`src/rtl/tk_pkg.sv`:
```
package tk_pkg;
  localparam int unsigned TK_RTC_W  = 40;
  localparam int unsigned TK_IVL_W  = 40;
  localparam int unsigned TK_CYC_W  = 32;
  localparam int unsigned TK_DLY_S  = 3;
  localparam int unsigned TK_DLY_L  = 6;

  typedef enum logic {
    IVL_MANUAL = 1'b0,
    IVL_AUTO   = 1'b1
  } ivl_mode_e;
endpackage

```
`src/rtl/tk_line_qual.sv`:
```
module tk_line_qual #(
  parameter int unsigned DLY_SHORT = 3,
  parameter int unsigned DLY_LONG  = 6
) (
  input  logic clk,
  input  logic rst_n,
  input  logic tick_en_i,
  input  logic line_i,
  input  logic sel_i,
  output logic level_o,
  output logic fall_o
);
  localparam int unsigned DMAX = (DLY_LONG > DLY_SHORT) ? DLY_LONG : DLY_SHORT;
  localparam int unsigned CW   = $clog2(DMAX + 1);

  logic [CW-1:0] cnt_q, cnt_d, dly;
  logic          lvl_q, lvl_d, expire;

  always_comb begin
    dly    = sel_i ? CW'(DLY_LONG) : CW'(DLY_SHORT);
    lvl_d  = lvl_q;
    cnt_d  = cnt_q;
    expire = 1'b0;
    if (line_i == lvl_q) begin
      cnt_d = '0;
    end else if (tick_en_i) begin
      if (cnt_q >= dly - CW'(1)) begin
        expire = 1'b1;
        lvl_d  = line_i;
        cnt_d  = '0;
      end else begin
        cnt_d = cnt_q + CW'(1);
      end
    end
  end

  always_ff @(posedge clk or negedge rst_n) begin
    if (!rst_n) begin
      lvl_q <= 1'b0;
      cnt_q <= '0;
    end else begin
      lvl_q <= lvl_d;
      cnt_q <= cnt_d;
    end
  end

  assign level_o = lvl_q;
  assign fall_o  = expire & lvl_q;

  assert_qual_needs_tick_R11: assert property (@(posedge clk) disable iff (!rst_n)
    !tick_en_i |=> $stable(level_o));
endmodule

```
`src/rtl/tk_counter.sv`:
```
module tk_counter #(
  parameter int unsigned W = 40
) (
  input  logic         clk,
  input  logic         rst_n,
  input  logic         ld_i,
  input  logic [W-1:0] ld_val_i,
  input  logic         inc_i,
  output logic [W-1:0] cnt_o
);
  logic [W-1:0] cnt_q, cnt_d;

  always_comb begin
    if (ld_i)       cnt_d = ld_val_i;
    else if (inc_i) cnt_d = cnt_q + W'(1);
    else            cnt_d = cnt_q;
  end

  always_ff @(posedge clk or negedge rst_n) begin
    if (!rst_n) cnt_q <= '0;
    else        cnt_q <= cnt_d;
  end

  assign cnt_o = cnt_q;

  assert_load_wins_R5: assert property (@(posedge clk) disable iff (!rst_n)
    ld_i |=> cnt_o == $past(ld_val_i));
  assert_step_wraps_R4: assert property (@(posedge clk) disable iff (!rst_n)
    (inc_i && !ld_i) |=> cnt_o == $past(cnt_o) + W'(1));
  assert_idle_hold_R2: assert property (@(posedge clk) disable iff (!rst_n)
    (!inc_i && !ld_i) |=> $stable(cnt_o));
endmodule

```
`src/rtl/tk_counters.sv`:
```
module tk_counters
  import tk_pkg::*;
#(
  parameter int unsigned RTC_W     = TK_RTC_W,
  parameter int unsigned IVL_W     = TK_IVL_W,
  parameter int unsigned CYC_W     = TK_CYC_W,
  parameter int unsigned DLY_SHORT = TK_DLY_S,
  parameter int unsigned DLY_LONG  = TK_DLY_L
) (
  input  logic             clk,
  input  logic             rst_n,
  input  logic             tick_i,
  input  logic             line_i,
  input  logic             osc_en_i,
  input  logic             auto_mode_i,
  input  logic             halt_i,
  input  logic             dly_sel_i,
  input  logic             rtc_ld_i,
  input  logic [RTC_W-1:0] rtc_ld_val_i,
  input  logic             ivl_ld_i,
  input  logic [IVL_W-1:0] ivl_ld_val_i,
  input  logic             cyc_ld_i,
  input  logic [CYC_W-1:0] cyc_ld_val_i,
  output logic [RTC_W-1:0] rtc_o,
  output logic [IVL_W-1:0] ivl_o,
  output logic [CYC_W-1:0] cyc_o
);
  logic      tick_en, q_level, q_fall, ivl_run;
  ivl_mode_e mode;

  assign tick_en = tick_i & osc_en_i;
  assign mode    = ivl_mode_e'(auto_mode_i);

  always_comb begin
    unique case (mode)
      IVL_AUTO:   ivl_run = q_level;
      default:    ivl_run = ~halt_i;
    endcase
  end

  tk_line_qual #(.DLY_SHORT(DLY_SHORT), .DLY_LONG(DLY_LONG)) u_qual (
    .clk(clk), .rst_n(rst_n), .tick_en_i(tick_en), .line_i(line_i),
    .sel_i(dly_sel_i), .level_o(q_level), .fall_o(q_fall)
  );

  tk_counter #(.W(RTC_W)) u_rtc (
    .clk(clk), .rst_n(rst_n), .ld_i(rtc_ld_i), .ld_val_i(rtc_ld_val_i),
    .inc_i(tick_en), .cnt_o(rtc_o)
  );

  tk_counter #(.W(IVL_W)) u_ivl (
    .clk(clk), .rst_n(rst_n), .ld_i(ivl_ld_i), .ld_val_i(ivl_ld_val_i),
    .inc_i(tick_en & ivl_run), .cnt_o(ivl_o)
  );

  tk_counter #(.W(CYC_W)) u_cyc (
    .clk(clk), .rst_n(rst_n), .ld_i(cyc_ld_i), .ld_val_i(cyc_ld_val_i),
    .inc_i(q_fall), .cnt_o(cyc_o)
  );

  assert_osc_off_freeze_R3: assert property (@(posedge clk) disable iff (!rst_n)
    (!osc_en_i && !rtc_ld_i) |=> $stable(rtc_o));
  assert_manual_halt_R6: assert property (@(posedge clk) disable iff (!rst_n)
    (!auto_mode_i && halt_i && !ivl_ld_i) |=> $stable(ivl_o));
  assert_cyc_only_on_fall_R10: assert property (@(posedge clk) disable iff (!rst_n)
    (!cyc_ld_i && !q_fall) |=> $stable(cyc_o));
endmodule

```
`config.mk`:
```
export PLATFORM = sky130hd
export DESIGN_NAME = tk_counters
export DESIGN_NICKNAME = d
export VERILOG_FILES = /design/src/rtl/tk_pkg.sv /design/src/rtl/tk_line_qual.sv /design/src/rtl/tk_counter.sv /design/src/rtl/tk_counters.sv
export SDC_FILE = /design/constraint.sdc
export NUM_CORES = 1
export LEC_CHECK = 0
export CAP_MARGIN = 20
export CORE_MARGIN = 5
export CORE_UTILIZATION = 50
export DETAILED_ROUTE_END_ITERATION = 8
export PLACE_DENSITY = 0.87
export SLEW_MARGIN = 20
export SYNTH_ARGS = -nofsm -noshare
export SYNTH_HDL_FRONTEND = slang
export SYNTH_HIERARCHICAL = 1
export SYNTH_SLANG_ARGS = --single-unit
```
`constraint.sdc`:
```
create_clock -name clk -period 5.5 [get_ports clk]
set_input_delay 1.375 -clock clk [delete_from_list [all_inputs] [get_ports clk]]
set_output_delay 1.375 -clock clk [all_outputs]
set_load 0.02 [all_outputs]
```
**After elaboration in Yosys (flattened, before gate mapping)**

Index checks and enable logic that the tools add are counted.

- Register bits: 116
- Logic and storage cells: 36
- Bits of input ports: 123

- Mux-type cells: 14
- Eq/ne operators: 1
- Reduce and logical (&&, ||, !) cells: 5
- Order comparisons: 1
- Add/subtract/negate cells: 5
- Bitwise logic cells: 5

Operator list:

| cell | count |
|---|---|
| 2-to-1 mux 40 bit | 4 |
| adder 40 x 1 -> 40 bit (second input constant) | 2 |
| 2-to-1 mux 32 bit | 2 |
| adder 32 x 1 -> 32 bit (second input constant) | 1 |
| 2-to-1 mux 3 bit | 4 |
| nonzero test 2 bit | 4 |
| 2-to-1 mux 1 bit | 4 |
| adder 3 x 1 -> 3 bit (second input constant) | 1 |
| bitwise AND 1 bit | 3 |
| greater-or-equal comparator 3 bit | 1 |
| AND reduction 3 bit | 1 |
| subtractor 3 x 1 -> 3 bit (second input constant) | 1 |
| inverter 1 bit | 2 |
| == test 1 bit | 1 |

**Depth between registers and ports, before layout**

Gate-level depths: netlist of the first run.

- Depth in word-level cells: 9
- Depth in mapped cells: 10

**Hierarchy**

Netlist of the first run, hierarchy kept.

Modules (own cells, without submodules):

| module | area an instance (µm²) | cells an instance | seq. area each (µm²) | instances |
|---|---|---|---|---|
| tk_counter (u_ivl ...) | 2326.0 | 256 | 1001.0 | 2 |
| tk_counter (u_cyc) | 1966.9 | 219 | 800.8 | 1 |
| tk_line_qual | 294.0 | 31 | 100.1 | 1 |
| tk_counters | 23.8 | 4 | 0.0 | 1 |

**Worst setup path before layout of the first run**

OpenSTA, ideal clock, no wires.

- Kind: input port to flip-flop
- From: input dly_sel_i
- To: register u_cyc.cnt_q[17] (netlist: u_cyc/cnt_o[17])
- Stages: 10
- Path slack: 2.098 ns
- Data arrival time: 3.320 ns
- Path through: inv_1 ha_1 a21o_1 a31o_1 and4b_1 and4_1 buf_6 nand4_4 or4_1 a31oi_1

- Word-level cells in the longest chain between the ends: 8

Ends and longest elaborated chain:

| what | line | source |
|---|---|---|
| start: declaration | tk_counters.sv:17 | `input logic dly_sel_i,` |
| 2-to-1 mux 3 bit | tk_line_qual.sv:20 | `dly = sel_i ? CW'(DLY_LONG) : CW'(DLY_SHORT);` |
| subtractor 3 x 1 -> 3 bit | tk_line_qual.sv:27 | `if (cnt_q >= dly - CW'(1)) begin` |
| greater-or-equal comparator 3 bit | tk_line_qual.sv:27 |  |
| 2-to-1 mux 1 bit | tk_line_qual.sv:27 |  |
| 2-to-1 mux 1 bit | tk_line_qual.sv:26 | `end else if (tick_en_i) begin` |
| 2-to-1 mux 1 bit | tk_line_qual.sv:24 | `if (line_i == lvl_q) begin` |
| bitwise AND 1 bit | tk_line_qual.sv:48 | `assign fall_o = expire & lvl_q;` |
| named net q_fall | tk_counters.sv:28 | `logic tick_en, q_level, q_fall, ivl_run;` |
| nonzero test 2 bit (no source line) | - |  |
| end signal: assignment | tk_counter.sv:21 | `else cnt_q <= cnt_d;` |
| end: declaration | tk_counter.sv:11 | `logic [W-1:0] cnt_q, cnt_d;` |

The timed path passes the listed nets, and every way through them passes these cells.
A chain may end at the register's enable or synchronous reset.

**Worst setup path in the final report of the first run**

Same ends and word-level chain as after synthesis.

==> results of run 1 <==
## layout by cell type, fill, tap and decap left out, types with 30 or more instances in the layout
cell	Yosys	layout
clkdlybuf4s50_1	0	231
dfrtp_1	116	116
nand2_1	113	113
o21ai_0	90	90
xor2_1	55	55
nand4_1	50	50
nand3_1	44	44
nor2_1	36	36
xnor2_1	30	30
## per-stage QoR
step	cell area, sq um	utilization	hold WS, ns	setup slack, ns	std cells
floorplan	6940	-	0.507	2.10	766
global placement	9380	0.684	0.539	1.29	1156
detailed placement	9380	0.684	0.554	1.15	1156
CTS	10100	0.733	0.565	1.59	1188
global route	10100	0.733	0.599	1.42	1188
finish	10100	0.733	0.571	1.57	1188
## worst max-delay path, stage by stage
cell,delay [ns]
clkdlybuf4s50_1,0.51
inv_1,0.07
ha_1,0.32
a21o_1,0.12
a31o_1,0.16
and4b_1,0.33
and4_1,0.50
nand4_4,0.18
or4_1,0.51
a31oi_1,0.17
## worst min-delay path by stage
| stage | start | slack [ns] | endpoint | cells after the start |
|---|---|---|---|---|
| 2_1_floorplan | u_qual/cnt_q[1] | 0.51 | u_qual/cnt_q[1] | 2 |
| 3_3_place_gp | u_qual/cnt_q[0] | 0.54 | u_qual/cnt_q[0] | 2 |
| 3_5_place_dp | u_qual/cnt_q[0] | 0.55 | u_qual/cnt_q[0] | 2 |
| 4_1_cts | u_qual/cnt_q[0] | 0.57 | u_qual/cnt_q[0] | 2 |
| 5_1_grt | u_qual/cnt_q[1] | 0.60 | u_qual/cnt_q[1] | 2 |
| 6_report | u_qual/cnt_q[0] | 0.57 | u_qual/cnt_q[0] | 2 |
## where the power goes
part,leakage [uW],internal (uW),total [uW],switching (uW)
logic,0.00221,298,586,289
registers,0.00139,933,1060,125
clock network,0.000339,873,1260,382
## final cells by class
type | instances | area [sq um]
inverters | 18 | 67.6
repair buffers | 241 | 2380
clock inverters | 9 | 170
multi-input cells | 601 | 3800
clock buffers | 23 | 508
flip-flops and latches | 116 | 2900
well taps | 180 | 225
fillers | 1010 | 3660
## synth_stat cells (all sizes together), types with 18 or more instances
master,n
nand4,54
xor2,55
clkbuf,22
inv,18
xnor2,30
nor3,18
nor2,36
dfrtp,116
nand3,54
and3,21
o21ai,90
nand2,113
## sequential cells by signal (all words and copies together) (netlist names)
register / flops
u_ivl/cnt_o: 40
u_cyc/cnt_o: 32
u_qual/cnt_q: 3
u_rtc/cnt_o: 40
u_qual/level_o: 1
## per-layer routing
metal,vias to the layer above,GRT usage,part of all wire
li1,3242,-,-
met1,3329,0.344,0.41
met2,395,0.433,0.48
met3,46,0.0592,0.082
met4,0,0.101,0.026
met5,-,0,0
## kinds of logic (layout without fill, tap and decap cells)
| family | Yosys count | after routing | synth area share |
|---|---|---|---|
| fa+ha+maj | 7 | 7 | 0.0126 |
| compound gates | 138 | 138 | 0.116 |
| xor+xnor | 85 | 85 | 0.107 |
| simple gates | 360 | 360 | 0.295 |
| buf+inv | 49 | 291 | 0.0334 |
| flops | 116 | 116 | 0.418 |
| mux | 11 | 11 | 0.0173 |
==> flow_summary.json, run 1 <==
{
  "status": "finished clean",
  "overflow": 0,
  "layout-drive-gt1-share": 0.0764,
  "r2r-end": "u_cyc/cnt_o[17]",
  "wl_per_cell_um": 18.6,
  "maxCapViolations": 0,
  "synth_cells": 766,
  "synth_area_sq_um": 6940,
  "syn_nets": 896,
  "routed_wl_um": 22100,
  "ys_types": 57,
  "place_hpwl_um": 16100,
  "cp.arrival_ns": 4.26,
  "clock-sinks": 116,
  "crit_path_end_kind": "flip-flop",
  "finalClockSkew_ns": 0.00682,
  "n_antenna_cell": 0,
  "fin_total_pwr_uw": 2900,
  "ys_ff_latch": 116,
  "final.setup.tns_ns": 0,
  "slew_headroom": 0.335,
  "cts_made_buffers": 17,
  "drc_errors": 0,
  "ctsHtreeMaxLevel": 4,
  "synthTopCellsByArea": "dfrtp_1 42%, xor2_1 6.9%, o21ai_0 6.5%, nand2_1 6.1%, nand4_1 4.5%",
  "start_util": 0.506,
  "rr_worst_depth": 9,
  "clkTransAtPathRegs_ns": 0.05,
  "power.leakage_uw": 0.00393,
  "async_reset_ff_frac": 1.00,
  "drtAntennaViolNets": 0,
  "cts_hold_buf": 0,
  "min_period_over_period": 0.714,
  "cts_tree": "done",
  "final_nets": 1125,
  "rsz0062_at_grt": "false",
  "syn_area_per_cell_sq_um": 9.06,
  "num_io_pins": 235,
  "ir_worst_vdd_uv": 210,
  "ys_warn_count": 6,
  "ys.flop_type": "dfrtp_1",
  "die_area_sq_um": 16300,
  "grt_pass1_vias": 6954,
  "core_region_area_sq_um": 13700,
  "fp.dieW_um": 128,
  "synth-seq-area-share": 0.418,
  "fmax_ghz": 0.254,
  "worst_pin_slew_ns": 0.989,
  "clockBufferDepth": 2,
  "cp-start-kind": "input port",
  "yosys.area.top_type_share": 0.418,
  "r2r_slack_ns": 2.68,
  "vias": 7012,
  "postCtsSetupBuffers": 0,
  "endpoint": "u_cyc/cnt_o[17]",
  "io_buffers": 234,
  "drt_pass1_iterations": 6,
  "path_max_fanout": 8,
  "timing.final.crit_period_ns": 3.93,
  "r2r-start": "u_qual/cnt_q[0]",
  "crit_type": "in2reg",
  "cts_root_buf": "clkbuf_16",
  "synth_top_area_cell": "dfrtp_1",
  "grt_max_degree": 58,
  "cts.repair.resized": 0,
  "drv_slew": 0,
  "clkLatencyLatePin_ns": 0.41,
  "synth-edff-count": 0,
  "place_congestion": 0.946,
  "chipHeight_um": 128,
  "crit_start": "dly_sel_i",
  "drtIter0Drc": 693,
  "hp-class": "reg2reg",
  "worstPathRequired_ns": 5.83,
  "p_per_area_nw_per_um2": 288,
  "grt_pass1_wl_um": 34900,
  "via_per_inst": 5.90,
  "setup_violations": 0,
  "hold_viol_final": 0,
  "placementRows": 43,
  "antenna_found_initial": 0,
  "grt_usage": 0.265,
  "area_delta_synth_final_pct": 45.0
}
Power figures use the tool's default switching activity.
==> run 2: changes to the inputs <==
--- a/config.mk
+++ b/config.mk
@@ -7,9 +7,9 @@
 export LEC_CHECK = 0
 export CAP_MARGIN = 20
 export CORE_MARGIN = 5
-export CORE_UTILIZATION = 50
+export CORE_UTILIZATION = 42
 export DETAILED_ROUTE_END_ITERATION = 8
-export PLACE_DENSITY = 0.87
+export PLACE_DENSITY = 0.78
 export SLEW_MARGIN = 20
 export SYNTH_ARGS = -nofsm -noshare
 export SYNTH_HDL_FRONTEND = slang
==> constraint.sdc (replaced) <==
create_clock -name clk -period 3.4 [get_ports clk]
set_input_delay 0.85 -clock clk [delete_from_list [all_inputs] [get_ports clk]]
set_output_delay 0.85 -clock clk [all_outputs]
set_load 0.02 [all_outputs]
==> run 2 against run 1 <==
  * Register-to-register slack lost 1.8 ns
  * Core utilization shrank 11 points
  * Sequential cell count unchanged
  * Routed wire length fell by 1.6%
  * Clock skew about the same
==> flow_summary.json, run 2 (synthesis gave the netlist of run 1 again) <==
{
  "hp-class": "in2async",
  "mostFrequentLayoutCell": "clkdlybuf4s50_1",
  "cp-start-kind": "input port",
  "worstPathRequired_ns": 3.73,
  "holdWs_ns": 0.520,
  "chipHeight_um": 139,
  "grt_usage": 0.222,
  "crit_type": "in2reg",
  "rsz0062_at_grt": "false",
  "drtAntennaViolNets": 0,
  "fp.dieW_um": 139,
  "ctsHtreeMaxLevel": 4,
  "clock-sinks": 116,
  "drc_errors": 0,
  "clkTransAtPathRegs_ns": 0.05,
  "layout_common_cells": "231 x clkdlybuf4s50_1, 116 x dfrtp_1, 113 x nand2_1",
  "cts_root_buf": "clkbuf_16",
  "grt_pass1_vias": 6895,
  "start_util": 0.423,
  "die_area_sq_um": 19200,
  "maxCapViolations": 0,
  "wl_per_cell_um": 17.4,
  "path_max_fanout": 5,
  "status": "finished clean",
  "place_congestion": 0.899,
  "r2r_slack_ns": 0.88,
  "clkLatencyLatePin_ns": 0.41,
  "cts.repair.resized": 0,
  "antenna_found_initial": 0,
  "n_antenna_cell": 0,
  "drv_slew": 0,
  "grt_max_degree": 61,
  "slew_headroom": 0.411,
  "cts_made_buffers": 17,
  "layout-drive-gt1-share": 0.0951,
  "setup_violations": 0,
  "timing.final.crit_period_ns": 3.05,
  "drtIter0Drc": 474,
  "fin_total_pwr_uw": 4480,
  "hold_viol_final": 0,
  "fmax_ghz": 0.328,
  "routed_wl_um": 21700,
  "drt_pass1_iterations": 5,
  "via_per_inst": 5.56,
  "place_hpwl_um": 16300,
  "io_buffers": 234,
  "postLayoutCoreUtil": 0.623,
  "worst_pin_slew_ns": 0.877,
  "finalClockSkew_ns": 0.00632,
  "min_period_over_period": 0.897,
  "placementRows": 47,
  "vias": 6948,
  "final_nets": 1148,
  "p_per_area_nw_per_um2": 439,
  "overflow": 0,
  "num_io_pins": 235,
  "crit_path_end_kind": "flip-flop",
  "cts_hold_buf": 0,
  "cts_tree": "done",
  "core_region_area_sq_um": 16400,
  "clockBufferDepth": 2,
  "grt_pass1_wl_um": 35100,
  "area_delta_synth_final_pct": 47.3,
  "ir_worst_vdd_uv": 322,
  "cp.arrival_ns": 3.37,
  "postCtsSetupBuffers": 0,
  "power.leakage_uw": 0.00401
}
## run 2: changes by cell type in the layout (fill, tap and decap cells not counted), sizes merged
cell,change
clkbuf,-2
clkinv,+1
clkinvlp,+2
buf,+23
bufinv,-2
## run 2: report_power, final
| part | internal, uW | switching, uW | total [uW] |
|---|---|---|---|
| registers | 1510 | 200 | 1710 |
| clock network | 1200 | 627 | 1830 |
| logic | 488 | 458 | 947 |
## run 2: worst paths after layout
kind	depth (start not counted)	end	startpoint
max	11	u_cyc/cnt_o[17]	dly_sel_i
min	1	u_ivl/cnt_o[26]	rst_n
max in group asynchronous	2	u_cyc/cnt_o[10]	rst_n
max reg2reg	10	u_cyc/cnt_o[17]	u_qual/cnt_q[0]
min in group clk	2	u_qual/cnt_q[0]	u_qual/cnt_q[0]
min reg2reg	2	u_qual/cnt_q[0]	u_qual/cnt_q[0]
## run 2: critical path, cell delays in order
cell             delay (ns)
clkdlybuf4s50_1        0.51
inv_1                  0.06
ha_1                   0.30
a21o_1                 0.11
a31o_1                 0.10
and4b_1                0.24
and4_1                 0.22
buf_4                  0.17
nand4_4                0.13
or4_1                  0.50
a31oi_1                0.17
## run 2: layer usage
layer | wire length [um] | global-route usage | up-vias
li1 | - | - | 3292
met1 | 9270 | 0.288 | 3316
met2 | 10200 | 0.358 | 305
met3 | 1770 | 0.0601 | 35
met4 | 442 | 0.0759 | 0
met5 | 0 | 0 | -
## run 2: final cells by class
class | instances | area [sq um]
multi-input combinational | 601 | 3800
clock buffer | 21 | 470
tap | 220 | 275
timing repair buffer | 264 | 2570
fill | 1402 | 6190
inverter | 18 | 67.6
sequential | 116 | 2900
clock inverter | 10 | 130
## run 2: stage by stage
stage / setup TNS [ns] / instance area (sq um) / setup WS (ns) / cells
2_1_floorplan: 0 / 6940 / 0.523 / 766
3_3_place_gp: 0 / 9620 / 0.0225 / 1219
3_5_place_dp: -0.337 / 9620 / -0.0700 / 1219
4_1_cts: 0 / 10200 / 0.368 / 1250
5_1_grt: 0 / 10200 / 0.226 / 1250
6_report: 0 / 10200 / 0.351 / 1250
==> run 3: changes to the inputs <==
--- a/config.mk
+++ b/config.mk
@@ -9,7 +9,7 @@
 export CORE_MARGIN = 5
 export CORE_UTILIZATION = 42
 export DETAILED_ROUTE_END_ITERATION = 8
-export PLACE_DENSITY = 0.78
+export PLACE_DENSITY = 0.81
 export SLEW_MARGIN = 20
 export SYNTH_ARGS = -nofsm -noshare
 export SYNTH_HDL_FRONTEND = slang
==> run 3 against run 2 <==
  * Sequential power is essentially flat
  * Count of clock-buffer cells in the layout decreased by 1
  * Register-to-register slack is essentially flat
  * Worst setup slack worse by 0.033 ns
  * Core utilization is 0.30 points higher
  * Global-route usage grew 0.11 points
  * Non-clock buffer count shrank 3
  * Total power increased by 2.5%
  * Critical endpoint is now u_cyc/cnt_o[19]
  * First-iteration DRC count decreased by 15%
  * Critical path depth unchanged
==> flow_summary.json, run 3 (synthesis gave the netlist of run 1 again) <==
{
  "status": "finished clean",
  "fmax_ghz": 0.324,
  "cts_root_buf": "clkbuf_16",
  "maxCapViolations": 0,
  "drv_slew": 0,
  "rr_worst_depth": 10,
  "r2r-end": "u_cyc/cnt_o[19]",
  "place_congestion": 0.892,
  "cp_num_buf_inv": 3,
  "min_period_over_period": 0.906,
  "p_per_area_nw_per_um2": 447,
  "fin_total_pwr_uw": 4590,
  "clkLatencyLatePin_ns": 0.41,
  "r2r_slack_ns": 0.89,
  "r2r-start": "u_qual/cnt_q[0]",
  "grt_pass1_vias": 6877,
  "cts_hold_buf": 0,
  "clkTransAtPathRegs_ns": 0.06,
  "postCtsSetupBuffers": 0,
  "drc_errors": 0,
  "crit_type": "in2reg",
  "final.setup.tns_ns": 0,
  "layout-drive-gt1-share": 0.0944,
  "grt_usage": 0.223,
  "mostFrequentLayoutCell": "clkdlybuf4s50_1",
  "crit_path_end_kind": "flip-flop",
  "slowest_stage": "clkdlybuf4s50_1",
  "finalClockSkew_ns": 0.00806,
  "cp-start-kind": "input port",
  "setup_slack_ns": 0.318,
  "die_area_sq_um": 19200,
  "power.leakage_uw": 0.00401,
  "placementRows": 47,
  "clockBufferDepth": 2,
  "wl_per_cell_um": 17.5,
  "place_hpwl_um": 16400,
  "via_per_inst": 5.58,
  "chipHeight_um": 139,
  "fp.dieW_um": 139,
  "path_cells": "clkdlybuf4s50_1, inv_1, ha_1, a21o_1, a31o_1, and4b_1, and4_1, buf_12, nand4_4, or4_1, a31oi_1",
  "critical-path-top-delay-family": "simple AND/OR/NAND/NOR gates",
  "worst_pin_slew_ns": 0.784,
  "postLayoutCoreUtil": 0.626,
  "drt_pass1_iterations": 5,
  "rsz0062_at_grt": "false",
  "num_io_pins": 235,
  "antenna_found_initial": 1,
  "ir_worst_vdd_uv": 320,
  "grt_pass1_wl_um": 35100,
  "path_max_fanout": 6,
  "area_delta_synth_final_pct": 48.0,
  "core_region_area_sq_um": 16400,
  "critPathMaxStageDelay_ns": 0.52,
  "slew_headroom": 0.473,
  "timing.final.crit_period_ns": 3.08,
  "clock-sinks": 116,
  "hp-class": "in2async",
  "setup_violations": 0,
  "start_util": 0.423,
  "vias": 6967,
  "cp.arrival_ns": 3.41,
  "io_buffers": 234,
  "grt_max_degree": 67,
  "overflow": 0,
  "layout_common_cells": "231 x clkdlybuf4s50_1, 116 x dfrtp_1, 113 x nand2_1",
  "drtIter0Drc": 403,
  "post-place-ws_ns": -0.101,
  "routed_wl_um": 21900,
  "cts_tree": "done",
  "drtAntennaViolNets": 0,
  "cts_made_buffers": 17,
  "worstPathRequired_ns": 3.72,
  "hold_viol_final": 0,
  "ctsHtreeMaxLevel": 4,
  "cts.repair.resized": 0,
  "final_nets": 1145
}
run 3: cell count changes in the layout (fill, tap and decap cells not counted):
cell        delta
buf_4          -5
clkinvlp_4     +2
clkbuf_1       -1
clkinv_2       -3
clkinv_4       +2
buf_12         +2
diode_2        +1
bufinv_16      +1
run 3: metal layers:
metal,vias to the layer above,track usage,part of all wire
met5,-,0,0
met4,0,0.0863,0.024
met3,37,0.0594,0.088
met2,336,0.358,0.47
met1,3308,0.288,0.41
li1,3286,-,-
run 3: per-stage QoR:
stage               hold WS (ns)  cells  cell area (sq um)
CTS                        0.490   1248              10300
global placement           0.532   1216               9620
finish                     0.467   1249              10300
global route               0.525   1249              10300
detailed placement         0.551   1216               9620
floorplan                  0.507    766               6940
run 3: power by group:
part	switching, uW	internal (uW)	leakage (uW)
Sequential	199	1510	0.00139
Clock	648	1280	0.000304
Combinational	464	488	0.00232
Total	1310	3280	0.00401
run 3: worst max-delay path by stage:
stage                     startpoint               to  slack, ns  cells after the start
final                      dly_sel_i  u_cyc/cnt_o[19]       0.32                     11
after global routing       dly_sel_i  u_cyc/cnt_o[21]       0.15                     11
after CTS                  dly_sel_i  u_cyc/cnt_o[19]       0.33                     11
after detailed placement   dly_sel_i  u_cyc/cnt_o[19]      -0.10                     11
after global placement     dly_sel_i  u_cyc/cnt_o[17]     -0.009                     11
after floorplan            dly_sel_i  u_cyc/cnt_o[17]       0.52                     10
run 3: area by class of cell:
cell class / instances / area [sq um]
fill: 1360 / 6140
sequential: 116 / 2900
clock buffer: 20 / 467
antenna: 1 / 2.50
tap: 220 / 275
timing repair buffer: 261 / 2570
inverter: 18 / 67.6
clock inverter: 12 / 178
multi-input combinational: 601 / 3800
